<file path="src/rtl/sio_dreg_pkg.sv">
package sio_dreg_pkg;
  typedef struct packed {
    logic par;
    logic ovr;
    logic frm;
  } sio_err_t;
endpackage

</file>
<file path="src/rtl/sio_rst_sync.sv">
module sio_rst_sync #(
  parameter int STAGES = 2
) (
  input  logic clk,
  input  logic rst_n,
  output logic rst_sync_n
);
  logic [STAGES-1:0] sh_q;
  logic [STAGES-1:0] sh_d;

  always_comb begin
    sh_d = {sh_q[STAGES-2:0], 1'b1};
  end

  always_ff @(posedge clk or negedge rst_n) begin
    if (!rst_n) sh_q <= '0;
    else        sh_q <= sh_d;
  end

  assign rst_sync_n = sh_q[STAGES-1];
endmodule

</file>
<file path="src/rtl/sio_rx_capture.sv">
module sio_rx_capture #(
  parameter int DW = 8
) (
  input  logic          clk,
  input  logic          rst_n,
  input  logic          load_en,
  input  logic          char7,
  input  logic [DW-1:0] rx_byte,
  output logic [DW-1:0] rx_q
);
  localparam int MSB = DW - 1;
  logic [DW-1:0] rx_d;

  // top bit forced low for short characters
  always_comb begin
    rx_d = rx_byte;
    if (char7) rx_d[MSB] = 1'b0;
  end

  always_ff @(posedge clk or negedge rst_n) begin
    if (!rst_n)       rx_q <= '0;
    else if (load_en) rx_q <= rx_d;
  end
endmodule

</file>
<file path="src/rtl/sio_rx_status.sv">
module sio_rx_status
  import sio_dreg_pkg::*;
(
  input  logic     clk,
  input  logic     rst_n,
  input  logic     rx_done,
  input  logic     bus_rd,
  input  logic     brk_det,
  input  logic     err_clr,
  input  logic     par_in,
  input  logic     frm_in,
  output logic     load_en,
  output logic     full_q,
  output sio_err_t err_q
);
  logic     full_d;
  sio_err_t err_d;
  logic     accept;
  logic     ovr_evt;

  always_comb begin
    accept  = rx_done & ~brk_det;
    ovr_evt = accept & full_q & ~bus_rd;
    load_en = accept & ~ovr_evt;

    if (brk_det)      full_d = 1'b0;
    else if (load_en) full_d = 1'b1;
    else if (bus_rd)  full_d = 1'b0;
    else              full_d = full_q;

    // a new error wins over a clear in the same cycle
    err_d.par = (err_q.par & ~err_clr) | (accept & par_in);
    err_d.frm = (err_q.frm & ~err_clr) | (accept & frm_in);
    err_d.ovr = (err_q.ovr & ~err_clr) | ovr_evt;
  end

  always_ff @(posedge clk or negedge rst_n) begin
    if (!rst_n) begin
      full_q <= 1'b0;
      err_q  <= '0;
    end else begin
      full_q <= full_d;
      err_q  <= err_d;
    end
  end
endmodule

</file>
<file path="src/rtl/sio_tx_hold.sv">
module sio_tx_hold #(
  parameter int DW = 8
) (
  input  logic          clk,
  input  logic          rst_n,
  input  logic          wr_en,
  input  logic [DW-1:0] wdata,
  output logic [DW-1:0] tx_q
);
  localparam logic [DW-1:0] RST_VAL = '1;

  always_ff @(posedge clk or negedge rst_n) begin
    if (!rst_n)     tx_q <= RST_VAL;
    else if (wr_en) tx_q <= wdata;
  end
endmodule

</file>
<file path="src/rtl/sio_data_port.sv">
module sio_data_port
  import sio_dreg_pkg::*;
#(
  parameter int DW          = 8,
  parameter int SYNC_STAGES = 2
) (
  input  logic          clk,
  input  logic          rst_n,
  input  logic          rx_done,
  input  logic [DW-1:0] rx_byte,
  input  logic          rx_par_in,
  input  logic          rx_frm_in,
  input  logic          char7_mode,
  input  logic          brk_det,
  input  logic          rx_irq_en,
  input  logic          bus_rd,
  input  logic          bus_wr,
  input  logic [DW-1:0] bus_wdata,
  output logic [DW-1:0] bus_rdata,
  input  logic          err_clr,
  output logic [DW-1:0] tx_data,
  output logic          rx_full,
  output logic          par_err,
  output logic          ovr_err,
  output logic          frm_err,
  output logic          rx_irq
);
  logic     rst_sync_n;
  logic     load_en;
  sio_err_t err_q;

  sio_rst_sync #(.STAGES(SYNC_STAGES)) u_rst (
    .clk(clk), .rst_n(rst_n), .rst_sync_n(rst_sync_n)
  );

  sio_rx_status u_stat (
    .clk(clk), .rst_n(rst_sync_n), .rx_done(rx_done), .bus_rd(bus_rd),
    .brk_det(brk_det), .err_clr(err_clr), .par_in(rx_par_in),
    .frm_in(rx_frm_in), .load_en(load_en), .full_q(rx_full), .err_q(err_q)
  );

  sio_rx_capture #(.DW(DW)) u_cap (
    .clk(clk), .rst_n(rst_sync_n), .load_en(load_en), .char7(char7_mode),
    .rx_byte(rx_byte), .rx_q(bus_rdata)
  );

  sio_tx_hold #(.DW(DW)) u_tx (
    .clk(clk), .rst_n(rst_sync_n), .wr_en(bus_wr), .wdata(bus_wdata),
    .tx_q(tx_data)
  );

  assign par_err = err_q.par;
  assign ovr_err = err_q.ovr;
  assign frm_err = err_q.frm;
  // request stays up while data is waiting or any error is pending
  assign rx_irq  = rx_irq_en & (rx_full | err_q.par | err_q.ovr | err_q.frm);
endmodule

</file>
<file path="config.mk">
export PLATFORM = sky130hd
export DESIGN_NAME = sio_data_port
export DESIGN_NICKNAME = d
export VERILOG_FILES = /design/src/rtl/sio_dreg_pkg.sv /design/src/rtl/sio_rst_sync.sv /design/src/rtl/sio_rx_capture.sv /design/src/rtl/sio_rx_status.sv /design/src/rtl/sio_tx_hold.sv /design/src/rtl/sio_data_port.sv
export SDC_FILE = /design/constraint.sdc
export NUM_CORES = 1
export LEC_CHECK = 0
export CAP_MARGIN = 30
export CORE_UTILIZATION = 28
export DETAILED_ROUTE_END_ITERATION = 6
export DONT_BUFFER_PORTS = 1
export HOLD_SLACK_MARGIN = 0.06
export PLACE_DENSITY_LB_ADDON = 0.2
export SYNTH_ARGS = -nofsm -noshare
export SYNTH_HDL_FRONTEND = slang
export SYNTH_SLANG_ARGS = --single-unit
</file>
<file path="constraint.sdc">
create_clock -name clk -period 1.2 [get_ports clk]
set_clock_uncertainty 0.1 [all_clocks]
set_input_delay 0.06 -clock clk [delete_from_list [all_inputs] [get_ports clk]]
set_output_delay 0.06 -clock clk [all_outputs]
set_load 0.05 [all_outputs]
</file>
==> results of run 1 <==
logic make-up after synthesis:
family / after synthesis
muxes: 15
AOI/OAI and AO/OA: 6
and+or+nand+nor: 9
buffers and inverters: 5
other: 1
DFF: 22
path summary, 6_finish.rpt:
| kind | end | slack, ns | cells past startpoint |
|---|---|---|---|
| max in group asynchronous | u_rst.sh_q[1]$_DFF_PN0_ | 0.49 | 2 |
| min in group clk | u_cap.rx_q[7]$_DFFE_PN0P_ | 0.13 | 3 |
| min | u_cap.rx_q[6]$_DFFE_PN0P_ | 0.09 | 1 |
| min reg2reg | u_cap.rx_q[6]$_DFFE_PN0P_ | 0.09 | 1 |
| max reg2reg | u_cap.rx_q[3]$_DFFE_PN0P_ | -0.12 | 3 |
| max | rx_irq | -0.28 | 3 |
flip-flops by register name, indices dropped and copies added (netlist names):
signal         flops
u_tx.tx_q          8
u_stat.err_q       3
u_rst.sh_q         2
u_stat.full_q      1
u_cap.rx_q         8
placed cells by master (no fill, tap or decap), drive strengths merged:
cell,synthesis,routed
nand2b,1,1
dfstp,8,8
nor2,3,3
buf,1,26
o41ai,1,1
o41a,1,1
conb,1,1
mux2,15,15
dfrtp,14,14
clkbuf,0,4
nand2,3,3
nor2b,1,1
dlygate4sd3,0,25
o21ai,4,4
inv,4,4
and2b,1,1
final cells by class:
type,instances,area share
Clock buffer,4,0.0241
Inverter,4,0.00998
Multi-Input combinational cell,31,0.212
Sequential cell,22,0.374
Tap cell,44,0.0366
Timing Repair Buffer,51,0.344
per-layer routing:
| layer | vias to the layer above | global-route usage | part of all wire |
|---|---|---|---|
| met5 | - | 0 | 0 |
| met1 | 314 | 0.114 | 0.37 |
| met2 | 32 | 0.235 | 0.58 |
| li1 | 303 | - | - |
| met4 | 0 | 0.0306 | 0.0043 |
| met3 | 2 | 0.0396 | 0.052 |
report_power, final:
| part | switching, uW | total [uW] | leakage (uW) | internal, uW |
|---|---|---|---|---|
| clock network | 213 | 398 | 0.0000210 | 185 |
| logic | 417 | 731 | 0.000398 | 314 |
| registers | 57.4 | 904 | 0.000254 | 846 |
per-stage QoR:
| step | setup TNS (ns) | utilization | power (uW) | area [um2] | std cells |
|---|---|---|---|---|---|
| final | -1.13 | 0.497 | 2030 | 1500 | 156 |
| after global routing | -1.60 | 0.497 | 2120 | 1500 | 156 |
| after CTS | -1.21 | 0.483 | 2030 | 1460 | 156 |
| after detailed placement | -0.749 | 0.372 | 1520 | 1130 | 126 |
| after global placement | -0.579 | 0.372 | 1510 | 1130 | 126 |
| after floorplan | -1.75 | - | 1350 | 890 | 58 |
what timing repair did:
action / 4_1_cts / 5_1_grt
setup endpoints to repair: 18 / 18
pin swaps: 1 / 1
resized for setup: 12 / 10
endpoints found under the hold margin: 22 / 0
hold buffers: 25 / 0
setup buffers: 1 / 0
==> impl_metrics.tcl, run 1 <==
set metrics [dict create \
    final_period_minus_worst_setup_slack_ns 1.48 \
    synth-edff-count 0 \
    cellLeakagePower_uw 0.000673 \
    violations "negative setup slack" \
    die-height_um 58.3 \
    syn_nets 85 \
    synthCells 58 \
    hpwl_mm 1.29 \
    timing.hold.worst.class "reg -> async" \
    worstPathBufferInverterCount 2 \
    ctsRootBufferMaster "sky130_fd_sc_hd__clkbuf_4" \
    slew_viol_final 0 \
    fin_nets 140 \
    first_global_vias 670 \
    cts_tree "yes" \
    fin_ws_ns -0.279 \
    drt_first_pass_iters 2 \
    hold-worst-slack_ns 0.0854 \
    cp.arrival_ns 1.32 \
    clk-insertion-delay-late_ns 0.30 \
    area_growth_pct 69.3 \
    post_synth_mux_area_share 0.220 \
    cp-startpoint "u_stat.full_q$_DFFE_PN0P_" \
    clock_tree.buffer_depth 2 \
    grt_max_degree 13 \
    worstReg2RegStart "u_stat.full_q$_DFFE_PN0P_" \
    critical-path-top-cell-by-count "sky130_fd_sc_hd__buf_6" \
    register_area_um2 562 \
    place_ws_ns -0.101 \
    max_stage_delay_ns 0.43 \
    synthTopCellsByArea "sky130_fd_sc_hd__dfrtp_1 39%, sky130_fd_sc_hd__dfstp_2 24%, sky130_fd_sc_hd__mux2_4 12%" \
    detail_route.drc_violations 0 \
    post_synthesis_compound_gate_area_fraction 0.0451 \
    synthDominantAreaCellType "sky130_fd_sc_hd__dfrtp_1" \
    grt.overflow.total 0 \
    rsz0062_at_grt "true" \
    outcome "finished with violations" \
    report.final.setup_viol 9 \
    kind_of_cell_with_the_highest_combined_delay_on_the_critical_path "flip-flops" \
    die_x_um 58.3 \
    yosys_warnings 0 \
    cts.sink_count 22 \
    nFillCells 262 \
    critical_path.startpoint_type "register" \
    yosysTopAreaCellShare 0.394 \
    yosys_register_bits 22 \
    highest_clock_rate_mhz 676 \
    antenna_found_initial 0 \
    clk_transition_reported_paths_ns 0.12 \
    path_cells "buf_6 > o41a_1 > buf_6" \
    gp_routability_congestion 0.695 \
    via_count 651 \
    portBuffers 0 \
    yosys-top-cells-count "14 x sky130_fd_sc_hd__dfrtp_1, 8 x sky130_fd_sc_hd__dfstp_2, 8 x sky130_fd_sc_hd__mux2_2" \
    synth_top_family_by_area "multiplexers" \
    irDropWorstVdd_uv 784 \
    synth_cell_type_count 16 \
    ctsHtreeMaxLevel 1 \
    min_period_over_period 1.23 \
    postRouteAntennaNets 0 \
    placeableCoreArea_um2 3030 \
    ios 48 \
    first_pass_grt_wire_length_mm 2.88 \
    totalWireLength_mm 1.88 \
    cp_slowest_cell "sky130_fd_sc_hd__dfrtp_2" \
    drive_gt1_frac 0.527 \
    num_antenna_cells 0 \
    synth.avg_cell_area_um2 15.3 \
    synth-adder-area-share 0 \
    detail_route.vias_per_cell 4.17 \
    asyncSetResetFlopFracSynth 1.00 \
    critical_path.endpoint_type "output port" \
    power_per_cell_area_nw_per_um2 1350 \
    post_synth_xor_area_fraction 0 \
    post_synth_design_cell_area_um2 888 \
    post_synth_and_or_nand_nor_area_fraction 0.0775 \
    numCtsBuffers 3 \
    floorplan.initialDensity 0.293 \
    setup.worst_path.class "reg -> out" \
    detail_route.wl_per_cell_um 12.0 \
    ys.flop_type "sky130_fd_sc_hd__dfrtp_1" \
    die-area_um2 3400 \
    timing.max_cap.violations 0 \
    synth.most_common_cell "sky130_fd_sc_hd__dfrtp_1" \
    finalHoldViolCount 0 \
    groute.usage.overall 0.118 \
    req_time_crit_path_ns 1.04 \
    yosysSeqAreaShare 0.631 \
    detail_route.iter0.violations 5 \
    placement_rows 20 \
    multi_input_gate_area_in_the_final_layout_um2 319 \
    timing.critical_path.fanout_max 2 \
]
No activity file was read; power rests on OpenSTA's default activity.
==> run 2, diff against run 1 <==
Settings changed: CORE_ASPECT_RATIO set to 1.75, PLACE_DENSITY_LB_ADDON 0.2 to not set.
==> run 2 against run 1 <==
Compared with the run above: die area increased by 0.26%; first-iteration DRC count unchanged; clock power increased by 70%; the run still ends with negative setup slack left; critical path type unchanged; count of clock-buffer cells in the layout decreased by 1; total power increased by 12%; largest cell class unchanged; via count increased by 2.3%; critical endpoint unchanged.
==> impl_metrics.tcl, run 2 (synthesis gave the netlist of run 1 again) <==
set metrics [dict create \
    detail_route.drc_violations 0 \
    critical_path.startpoint_type "register" \
    area_growth_pct 67.0 \
    combPwrFrac 0.308 \
    num_antenna_cells 0 \
    cts_tree "yes" \
    outcome "finished with violations" \
    final_period_minus_worst_setup_slack_ns 1.43 \
    rsz0062_at_grt "true" \
    drive_gt1_frac 0.527 \
    first_global_vias 779 \
    placement_rows 26 \
    ctsHtreeMaxLevel 1 \
    critical-path-top-cell-by-count "sky130_fd_sc_hd__buf_6" \
    irDropWorstVdd_uv 914 \
    via_count 666 \
    sw_frac_of_total 0.309 \
    power_report.internal_total_uw 1570 \
    floorplan.initialDensity 0.300 \
    cp_slowest_cell "sky130_fd_sc_hd__dfrtp_2" \
    min_period_over_period 1.19 \
    clk_transition_reported_paths_ns 0.08 \
    switching_power_total_uw 702 \
    post-route-cell-area_um2 1480 \
    cp.arrival_ns 1.27 \
    path_cells "buf_6 > o41a_1 > buf_6" \
    grt_max_degree 21 \
    req_time_crit_path_ns 1.04 \
    totalWireLength_mm 1.95 \
    report.final.setup_viol 8 \
    max_stage_delay_ns 0.41 \
    highest_clock_rate_mhz 700 \
    timing.critical_path.fanout_max 2 \
    violations "negative setup slack" \
    antenna_found_initial 0 \
    placed_cell_area_um2 1120 \
    clockPowerShare 0.298 \
    grt.overflow.total 0 \
    first_pass_grt_wire_length_mm 3.16 \
    numCtsBuffers 3 \
    layout_common_cells "25 x sky130_fd_sc_hd__dlygate4sd3_1, 23 x sky130_fd_sc_hd__buf_4, 13 x sky130_fd_sc_hd__dfrtp_1, 8 x sky130_fd_sc_hd__mux2_2, 8 x sky130_fd_sc_hd__dfstp_2" \
    top_regs "u_cap.rx_q x8, u_tx.tx_q x8, u_stat.err_q x3" \
    ctsRootBufferMaster "sky130_fd_sc_hd__clkbuf_8" \
    timing.max_cap.violations 0 \
    detail_route.wl_per_cell_um 12.7 \
    slew_viol_final 0 \
    portBuffers 0 \
    cp-startpoint "u_stat.full_q$_DFFE_PN0P_" \
    place_ws_ns -0.0923 \
    clock_tree.buffer_depth 2 \
    critical_path.endpoint_type "output port" \
    cellLeakagePower_uw 0.000667 \
    die-height_um 76.5 \
    layout_commonest_cell "sky130_fd_sc_hd__dlygate4sd3_1" \
    clk-insertion-delay-late_ns 0.25 \
    gp_routability_congestion 0.650 \
    detail_route.vias_per_cell 4.32 \
    power_per_cell_area_nw_per_um2 1530 \
    postRouteAntennaNets 0 \
    groute.usage.overall 0.125 \
    detail_route.iter0.violations 5 \
    sequential_share_of_power 0.394 \
    finish.utilization 0.501 \
    setup.worst_path.class "reg -> out" \
    timing.hold.worst.class "reg -> async" \
    kind_of_cell_with_the_highest_combined_delay_on_the_critical_path "flip-flops" \
    cts.sink_count 22 \
    fin_nets 140 \
    finalHoldViolCount 0 \
    die_x_um 44.6 \
    fin_ws_ns -0.229 \
    hpwl_mm 1.29 \
    worstPathBufferInverterCount 2 \
    die-area_um2 3410 \
    placeableCoreArea_um2 2960 \
    drt_first_pass_iters 4 \
    ios 48 \
    worstReg2RegStart "u_stat.full_q$_DFFE_PN0P_" \
]
run 2: timing repair:
action / CTS / global route
hold endpoints to repair: 22 / 0
buffers inserted: 0 / 2
hold buffers: 25 / 0
setup endpoints to repair: 8 / 9
pin swaps: 1 / 1
gates resized for setup: 3 / 4
run 2: layout make-up:
type / count / area, um2
Timing Repair Buffer: 51 / 457
Inverter: 4 / 15.0
Clock inverter: 1 / 30.0
Fill cell: 258 / 1480
Multi-Input combinational cell: 31 / 327
Sequential cell: 22 / 562
Clock buffer: 3 / 41.3
Tap cell: 42 / 52.6
run 2: power groups by stage:
stage / clock network [uW] / registers (uW) / logic (uW)
after floorplan: 0 / 1200 / 146
after global routing: 727 / 909 / 729
after global placement: 0 / 901 / 602
after CTS: 704 / 895 / 685
final: 676 / 895 / 699
after detailed placement: 0 / 905 / 609
run 2: metal layers:
metal	GRT usage	wire length (um)	vias up
met5	0	0	-
met4	0.0667	36	0
met3	0.0237	129	4
met2	0.240	1150	37
met1	0.110	634	324
li1	-	-	301
run 2: final timing paths:
path	endpoint	slack (ns)	cells past startpoint
setup reg to reg	u_cap.rx_q[0]$_DFFE_PN0P_	-0.11	3
hold reg to reg	u_stat.err_q[0]$_DFF_PN0_	0.10	1
setup / recovery	rx_irq	-0.23	3
max in group asynchronous	u_rst.sh_q[1]$_DFF_PN0_	0.41	2
min in group clk	u_stat.full_q$_DFFE_PN0P_	0.17	4
hold / removal	u_stat.err_q[0]$_DFF_PN0_	0.10	1
run 2: per-stage QoR:
| step | total power [uW] | cells | hold slack (ns) | TNS [ns] |
|---|---|---|---|---|
| after floorplan | 1350 | 58 | -0.336 | -1.75 |
| after global placement | 1500 | 123 | -0.336 | -0.525 |
| after detailed placement | 1510 | 123 | -0.336 | -0.645 |
| after CTS | 2280 | 152 | 0.123 | -0.946 |
| after global routing | 2360 | 154 | 0.148 | -1.14 |
| final | 2270 | 154 | 0.103 | -0.897 |
